$ cat src/rtl/pmask_pkg.sv
package pmask_pkg;

  typedef enum logic {
    PM_FILE_INT = 1'b0,
    PM_FILE_FP  = 1'b1
  } pm_file_e;

  typedef enum logic [1:0] {
    PM_SRC_UNMAPPED = 2'd0,
    PM_SRC_UNPRED   = 2'd1,
    PM_SRC_DIRECT   = 2'd2,
    PM_SRC_INVERTED = 2'd3
  } pm_src_e;

endpackage

$ cat src/rtl/pmask_table.sv
module pmask_table #(
  parameter int NREG = 32,
  parameter int RAW  = $clog2(NREG)
) (
  input  logic           clk,
  input  logic           rst_n,
  input  logic           wr_en,
  input  logic [RAW-1:0] wr_reg,
  input  logic           wr_act,
  input  logic           wr_inv,
  input  logic           wr_zero,
  input  logic [RAW-1:0] wr_idx,
  input  logic [RAW-1:0] rd_reg,
  output logic           rd_act,
  output logic           rd_inv,
  output logic           rd_zero,
  output logic [RAW-1:0] rd_idx
);

  logic [NREG-1:0] act_q;
  logic [NREG-1:0] inv_q;
  logic [NREG-1:0] zero_q;
  logic [RAW-1:0]  idx_q [NREG];

  for (genvar e = 0; e < NREG; e++) begin : g_entry
    logic hit;
    assign hit = wr_en && (wr_reg == RAW'(e));

    always_ff @(posedge clk or negedge rst_n) begin
      if (!rst_n) begin
        act_q[e]  <= 1'b0;
        inv_q[e]  <= 1'b0;
        zero_q[e] <= 1'b0;
        idx_q[e]  <= '0;
      end else if (hit) begin
        act_q[e]  <= wr_act;
        inv_q[e]  <= wr_inv;
        zero_q[e] <= wr_zero;
        idx_q[e]  <= wr_idx;
      end
    end
  end

  assign rd_act  = act_q[rd_reg];
  assign rd_inv  = inv_q[rd_reg];
  assign rd_zero = zero_q[rd_reg];
  assign rd_idx  = idx_q[rd_reg];

endmodule

$ cat src/rtl/pmask_source.sv
module pmask_source
  import pmask_pkg::*;
#(
  parameter int XLEN = 64
) (
  input  logic            remap_on,
  input  logic            pred_act,
  input  logic            pred_inv,
  input  logic            pred_zero,
  input  logic [XLEN-1:0] rf_value,
  output logic [XLEN-1:0] mask,
  output logic            zero
);

  pm_src_e src;

  always_comb begin
    if (!remap_on)      src = PM_SRC_UNMAPPED;
    else if (!pred_act) src = PM_SRC_UNPRED;
    else if (pred_inv)  src = PM_SRC_INVERTED;
    else                src = PM_SRC_DIRECT;
  end

  always_comb begin
    unique case (src)
      PM_SRC_DIRECT: begin
        mask = rf_value;
        zero = pred_zero;
      end
      PM_SRC_INVERTED: begin
        mask = ~rf_value;
        zero = pred_zero;
      end
      default: begin
        mask = '1;
        zero = 1'b0;
      end
    endcase
  end

endmodule

$ cat src/rtl/pmask_elem.sv
module pmask_elem #(
  parameter int XLEN = 64,
  parameter int OFFW = $clog2(XLEN) + 1
) (
  input  logic [XLEN-1:0] mask,
  input  logic [OFFW-1:0] offset,
  output logic            elem_en,
  output logic            err
);

  localparam int LW = $clog2(XLEN);

  logic [LW-1:0] bit_sel;

  assign bit_sel = offset[LW-1:0];
  assign err     = (offset >= OFFW'(XLEN));
  assign elem_en = !err && mask[bit_sel];

endmodule

$ cat src/rtl/pmask_lookup.sv
module pmask_lookup
  import pmask_pkg::*;
#(
  parameter int XLEN = 64,
  parameter int NREG = 32,
  parameter int RAW  = $clog2(NREG),
  parameter int OFFW = $clog2(XLEN) + 1
) (
  input  logic            clk,
  input  logic            rst_n,
  input  logic            in_valid,
  output logic            in_ready,
  input  logic            in_fp,
  input  logic [RAW-1:0]  in_reg,
  input  logic [OFFW-1:0] in_offset,
  input  logic [NREG-1:0] remap_act_int,
  input  logic [NREG-1:0] remap_act_fp,
  input  logic            cfg_we,
  input  logic            cfg_fp,
  input  logic [RAW-1:0]  cfg_reg,
  input  logic            cfg_act,
  input  logic            cfg_inv,
  input  logic            cfg_zero,
  input  logic [RAW-1:0]  cfg_idx,
  output logic [RAW-1:0]  rf_raddr,
  input  logic [XLEN-1:0] rf_rdata,
  output logic            out_valid,
  input  logic            out_ready,
  output logic [XLEN-1:0] out_mask,
  output logic            out_zero,
  output logic            out_elem_en,
  output logic            out_err
);

  localparam int NFILE = 2;

  logic           t_act  [NFILE];
  logic           t_inv  [NFILE];
  logic           t_zero [NFILE];
  logic [RAW-1:0] t_idx  [NFILE];

  for (genvar f = 0; f < NFILE; f++) begin : g_file
    pmask_table #(.NREG(NREG), .RAW(RAW)) u_tab (
      .clk     (clk),
      .rst_n   (rst_n),
      .wr_en   (cfg_we && (cfg_fp == 1'(f))),
      .wr_reg  (cfg_reg),
      .wr_act  (cfg_act),
      .wr_inv  (cfg_inv),
      .wr_zero (cfg_zero),
      .wr_idx  (cfg_idx),
      .rd_reg  (in_reg),
      .rd_act  (t_act[f]),
      .rd_inv  (t_inv[f]),
      .rd_zero (t_zero[f]),
      .rd_idx  (t_idx[f])
    );
  end

  pm_file_e       file_sel;
  logic           remap_on;
  logic           sel_act;
  logic           sel_inv;
  logic           sel_zero;
  logic [RAW-1:0] sel_idx;

  assign file_sel = pm_file_e'(in_fp);

  always_comb begin
    if (file_sel == PM_FILE_FP) begin
      remap_on = remap_act_fp[in_reg];
      sel_act  = t_act[1];
      sel_inv  = t_inv[1];
      sel_zero = t_zero[1];
      sel_idx  = t_idx[1];
    end else begin
      remap_on = remap_act_int[in_reg];
      sel_act  = t_act[0];
      sel_inv  = t_inv[0];
      sel_zero = t_zero[0];
      sel_idx  = t_idx[0];
    end
  end

  assign rf_raddr = sel_idx;

  logic [XLEN-1:0] mask_d;
  logic            zero_d;
  logic            en_d;
  logic            err_d;

  pmask_source #(.XLEN(XLEN)) u_src (
    .remap_on  (remap_on),
    .pred_act  (sel_act),
    .pred_inv  (sel_inv),
    .pred_zero (sel_zero),
    .rf_value  (rf_rdata),
    .mask      (mask_d),
    .zero      (zero_d)
  );

  pmask_elem #(.XLEN(XLEN), .OFFW(OFFW)) u_elem (
    .mask    (mask_d),
    .offset  (in_offset),
    .elem_en (en_d),
    .err     (err_d)
  );

  logic accept;

  assign in_ready = !out_valid || out_ready;
  assign accept   = in_valid && in_ready;

  always_ff @(posedge clk or negedge rst_n) begin
    if (!rst_n) begin
      out_valid <= 1'b0;
    end else if (accept) begin
      out_valid <= 1'b1;
    end else if (out_ready) begin
      out_valid <= 1'b0;
    end
  end

  always_ff @(posedge clk or negedge rst_n) begin
    if (!rst_n) begin
      out_mask    <= '0;
      out_zero    <= 1'b0;
      out_elem_en <= 1'b0;
      out_err     <= 1'b0;
    end else if (accept) begin
      out_mask    <= mask_d;
      out_zero    <= zero_d;
      out_elem_en <= en_d;
      out_err     <= err_d;
    end
  end

endmodule

$ cat config.mk
export PLATFORM = sky130hd
export DESIGN_NAME = pmask_lookup
export DESIGN_NICKNAME = d
export VERILOG_FILES = /design/src/rtl/pmask_pkg.sv /design/src/rtl/pmask_table.sv /design/src/rtl/pmask_source.sv /design/src/rtl/pmask_elem.sv /design/src/rtl/pmask_lookup.sv
export SDC_FILE = /design/constraint.sdc
export NUM_CORES = 1
export LEC_CHECK = 0
export ABC_CLOCK_PERIOD_IN_PS = 2900
export BUFFER_PORTS_ARGS = -buffer_cell sky130_fd_sc_hd__clkbuf_2
export CORE_ASPECT_RATIO = 1.75
export CORE_UTILIZATION = 35
export CTS_CLUSTER_SIZE = 30
export DETAILED_ROUTE_END_ITERATION = 12
export PLACE_DENSITY = 0.53
export RECOVER_POWER = 25
export SLEW_MARGIN = 20
export SYNTH_ARGS = -nofsm -noshare
export SYNTH_HDL_FRONTEND = slang
export SYNTH_SLANG_ARGS = --single-unit
$ cat constraint.sdc
create_clock -name clk -period 2.9 [get_ports clk]
set_input_delay 0.29 -clock clk [delete_from_list [all_inputs] [get_ports clk]]
set_output_delay 0.29 -clock clk [all_outputs]
set_load 0.02 [all_outputs]
==> results.py <==
metrics = {
    "floorplan": {
        "die-area_um2": 80670,
        "die_h_um": 375.0,
        "num_rows": 136,
        "ios": 234,
        "start_util": 0.3539,
        "core_um2": 78620,
        "fp.dieW_um": 215.1,
    },
    "setup_path": {
        "worstSetupStartpointType": "register",
        "critPathLaunch": "g_file[1].u_tab.idx_q[43]$_DFFE_PN0P_",
        "critPathTopFamily": "multiplexers",
        "cp.depth": 4,
        "crit_type": "register to output pin",
        "crit_slowest_cell": "mux4_2",
        "critPathBufInv": 1,
        "crit_fanout": 2,
        "cp_common_cell": "mux4_2",
        "reg2reg_depth": 9,
        "end_kind": "output pin",
        "reg2reg_to": "out_mask[4]$_DFFE_PN0P_",
        "crit_end": "rf_raddr[3]",
        "worst_ep_arrival_time_ns": 2.86,
        "max_stage_delay_ns": 0.61,
        "worstReg2RegStart": "g_file[1].u_tab.inv_q[23]$_DFFE_PN0P_",
        "worstPathRequired_ns": 2.61,
        "cp_cell_sequence": "mux4_2, mux4_2, mux4_2, buf_6",
        "r2r_slack_ns": 0.14,
    },
    "power": {
        "p_per_area_nw_per_um2": 636.7,
        "irDropWorstVdd_mv": 0.4761,
        "p_leak_nw": 14.73,
    },
    "logic_synthesis": {
        "synth-edff-count": 0,
        "ys_ff_latch": 580,
        "ys_top_cells_by_area": "dfrtp_1 (52%), mux2_2 (21%), mux4_2 (13%)",
        "synth_xor_area_frac": 0.02141,
        "postSynthCellCount": 1854,
        "yosys.area_share.simple": 0.03876,
        "synthFlopType": "dfrtp_1",
        "synthMuxAreaShare": 0.3474,
        "yosys.area.top_type": "dfrtp_1",
        "synth_top_area_frac": 0.5217,
        "ys_seq_area_frac": 0.5217,
        "netlist_area_um2": 27820,
        "synthArstFlopShare": 1.000,
        "yosys_warnings": 0,
        "avgSynthCellArea_um2": 15.01,
        "synth_compound_area_frac": 0.04268,
        "synth_cell_types": 51,
        "synthAdderAreaFrac": 0,
        "synthesis.nets": 2014,
        "synth_top_family_by_area": "multiplexers",
    },
    "timing": {
        "period_share": 1.086,
        "tns_ns": -1.108,
        "fin_crit_ns": 3.150,
        "setup_ws_ns": -0.2505,
        "rsz0062_at_grt": "yes",
        "hold_viol": 0,
        "slew_headroom": -0.2576,
        "tightest_slew_ns": 1.886,
        "finalMaxSlewViolations": 65,
        "max_freq_ghz": 0.3174,
        "finalSetupViolations": 5,
        "finClkSkew_ns": 0.03186,
    },
    "clocking": {
        "cts-buffers-inserted": 56,
        "cts_max_path_buffers": 3,
        "cts_htree_levels": 2,
        "cts_tree": "yes",
        "cts.sinks": 580,
        "clock-root-buffer": "clkbuf_16",
        "clk_pin_slew_worst_paths_ns": 0.06,
        "clk_latency_ns": 0.64,
    },
    "detailed_routing": {
        "wl_per_cell_um": 24.92,
        "antenna_left": 0,
        "drt_iter0_markers": 1214,
        "routed_wl_um": 80600,
        "viasPerCell": 5.274,
        "routed-via-count": 17060,
        "drc": 0,
        "drt-pass1-iter-count": 5,
    },
    "status": {
        "violations": "max-capacitance violations, max-slew violations, negative setup slack",
        "status": "complete, but fails checks",
    },
    "min_path": {
        "min_path_type": "input pin to register",
    },
    "finish": {
        "multiInputGateArea_um2": 12550,
        "area_delta_synth_final_pct": 18.58,
        "final-instance-count-excl-fill": 3235,
        "nets": 2314,
        "fillers": 7255,
        "regArea_um2": 14510,
        "drive_gt1_frac": 0.5266,
    },
    "global_route": {
        "antenna_found_initial": 5,
        "track_usage": 0.2036,
        "grt.overflow.total": 0,
        "grt_pass1_vias": 18450,
        "grt_start_max_net_pins": 75,
        "grt_pass1_wl_um": 122600,
    },
    "placed_design": {
        "port_buffers": 233,
        "place.gp.congestion": 0.9181,
        "hpwl_um": 58480,
        "placedCellCount": 3096,
    },
    "flow_run": {
        "max_cap_viol_count": 1,
    },
}
-- report_power, final --
group | leakage [nW] | switching [mW] | internal, mW
Combinational | 6.30 | 1.70 | 1.88
Clock | 0.962 | 3.30 | 4.43
Sequential | 7.47 | 0.537 | 9.15
-- placed cells by master, fill, tap and decap left out, types with 6 or more instances in the layout --
cell type        n
dfrtp_1        580
mux2_2         513
clkbuf_2       222
mux4_2         165
nor2_1          96
nand2_1         95
buf_4           88
xnor2_1         67
clkbuf_16       58
a31oi_1         38
dlygate4sd3_1   34
a31oi_4         30
nand3_1         26
o21ai_0         21
buf_12          21
clkbuf_1        19
clkbuf_8        17
mux2i_1         12
clkinv_2        11
nor3_1           8
nand2b_1         7
buf_6            6
-- layer usage --
layer	wire, um	track usage	up-vias
li1	-	-	7456
met1	30790	0.2334	8963
met2	42240	0.3662	485
met3	3740	0.03658	152
met4	3796	0.09193	6
met5	42	0	-
-- how the worst min path moves through the flow --
stage | depth (start not counted) | start | to
floorplan | 0 | rst_n | g_file[0].u_tab.act_q[0]$_DFFE_PN0P_
global placement | 1 | rst_n | out_mask[44]$_DFFE_PN0P_
detailed placement | 1 | rst_n | out_mask[45]$_DFFE_PN0P_
CTS | 3 | rf_rdata[45] | out_mask[45]$_DFFE_PN0P_
global route | 3 | rf_rdata[58] | out_mask[58]$_DFFE_PN0P_
finish | 3 | rf_rdata[45] | out_mask[45]$_DFFE_PN0P_
-- cell usage after synthesis (13+ instances only) --
library cell	number
buf_2	19
dfrtp_1	580
mux4_2	165
nor2_1	96
buf_1	13
clkbuf_1	85
a31oi_1	38
mux2_2	513
a31oi_4	30
nand2_1	95
nand3_1	26
o21ai_0	21
xnor2_1	67
-- stage by stage --
stage                     area, um2  utilization  worst slack, ns  hold slack, ns  power, mW
after global placement        30790       0.3916          -0.2933          0.2861      13.31
after global routing          32990       0.4196          -0.3084         0.03289      21.90
final                         32990       0.4197          -0.2505         0.02734      21.01
after CTS                     33070       0.4206          -0.2940       0.0007478      21.25
after detailed placement      30790       0.3916          -0.3036          0.2914      13.44
after floorplan               27820            -          0.01842       -0.005591      12.09
-- cell families after synthesis --
kind of cell / Yosys count
xor+xnor: 68
flops: 580
buf+inv: 148
simple gates: 253
compound gates: 113
mux: 692
-- timing repair --
| action | CTS | global route |
|---|---|---|
| endpoints found under the hold margin | 89 | 0 |
| gates resized for setup | 0 | 15 |
| setup endpoints to repair | 5 | 5 |
| hold buffers | 34 | 0 |
| buffers inserted | 0 | 1 |
-- cell type report --
type / instances / area share
multi-input cells: 1126 / 0.3803
flip-flops and latches: 580 / 0.4399
clock buffers: 82 / 0.05158
inverters: 3 / 0.0003413
repair buffers: 387 / 0.08131
diodes: 1 / 0.00007585
clock inverters: 21 / 0.007281
well taps: 1035 / 0.03925
-- state kept, by name, summed over array words and instances, names as in the netlist --
| register | cells |
|---|---|
| g_file.u_tab.zero_q | 64 |
| out_elem_en | 1 |
| g_file.u_tab.act_q | 64 |
| out_zero | 1 |
| out_err | 1 |
| g_file.u_tab.inv_q | 64 |
| out_valid | 1 |
| g_file.u_tab.idx_q | 320 |
| out_mask | 64 |
-- worst min-delay path: cells and delay by family --
family | cells | cell delay (ns)
compound gates | 1 | 0.08
xor+xnor | 1 | 0.13
buf+inv | 1 | 0.11
Power figures use the tool's default switching activity.
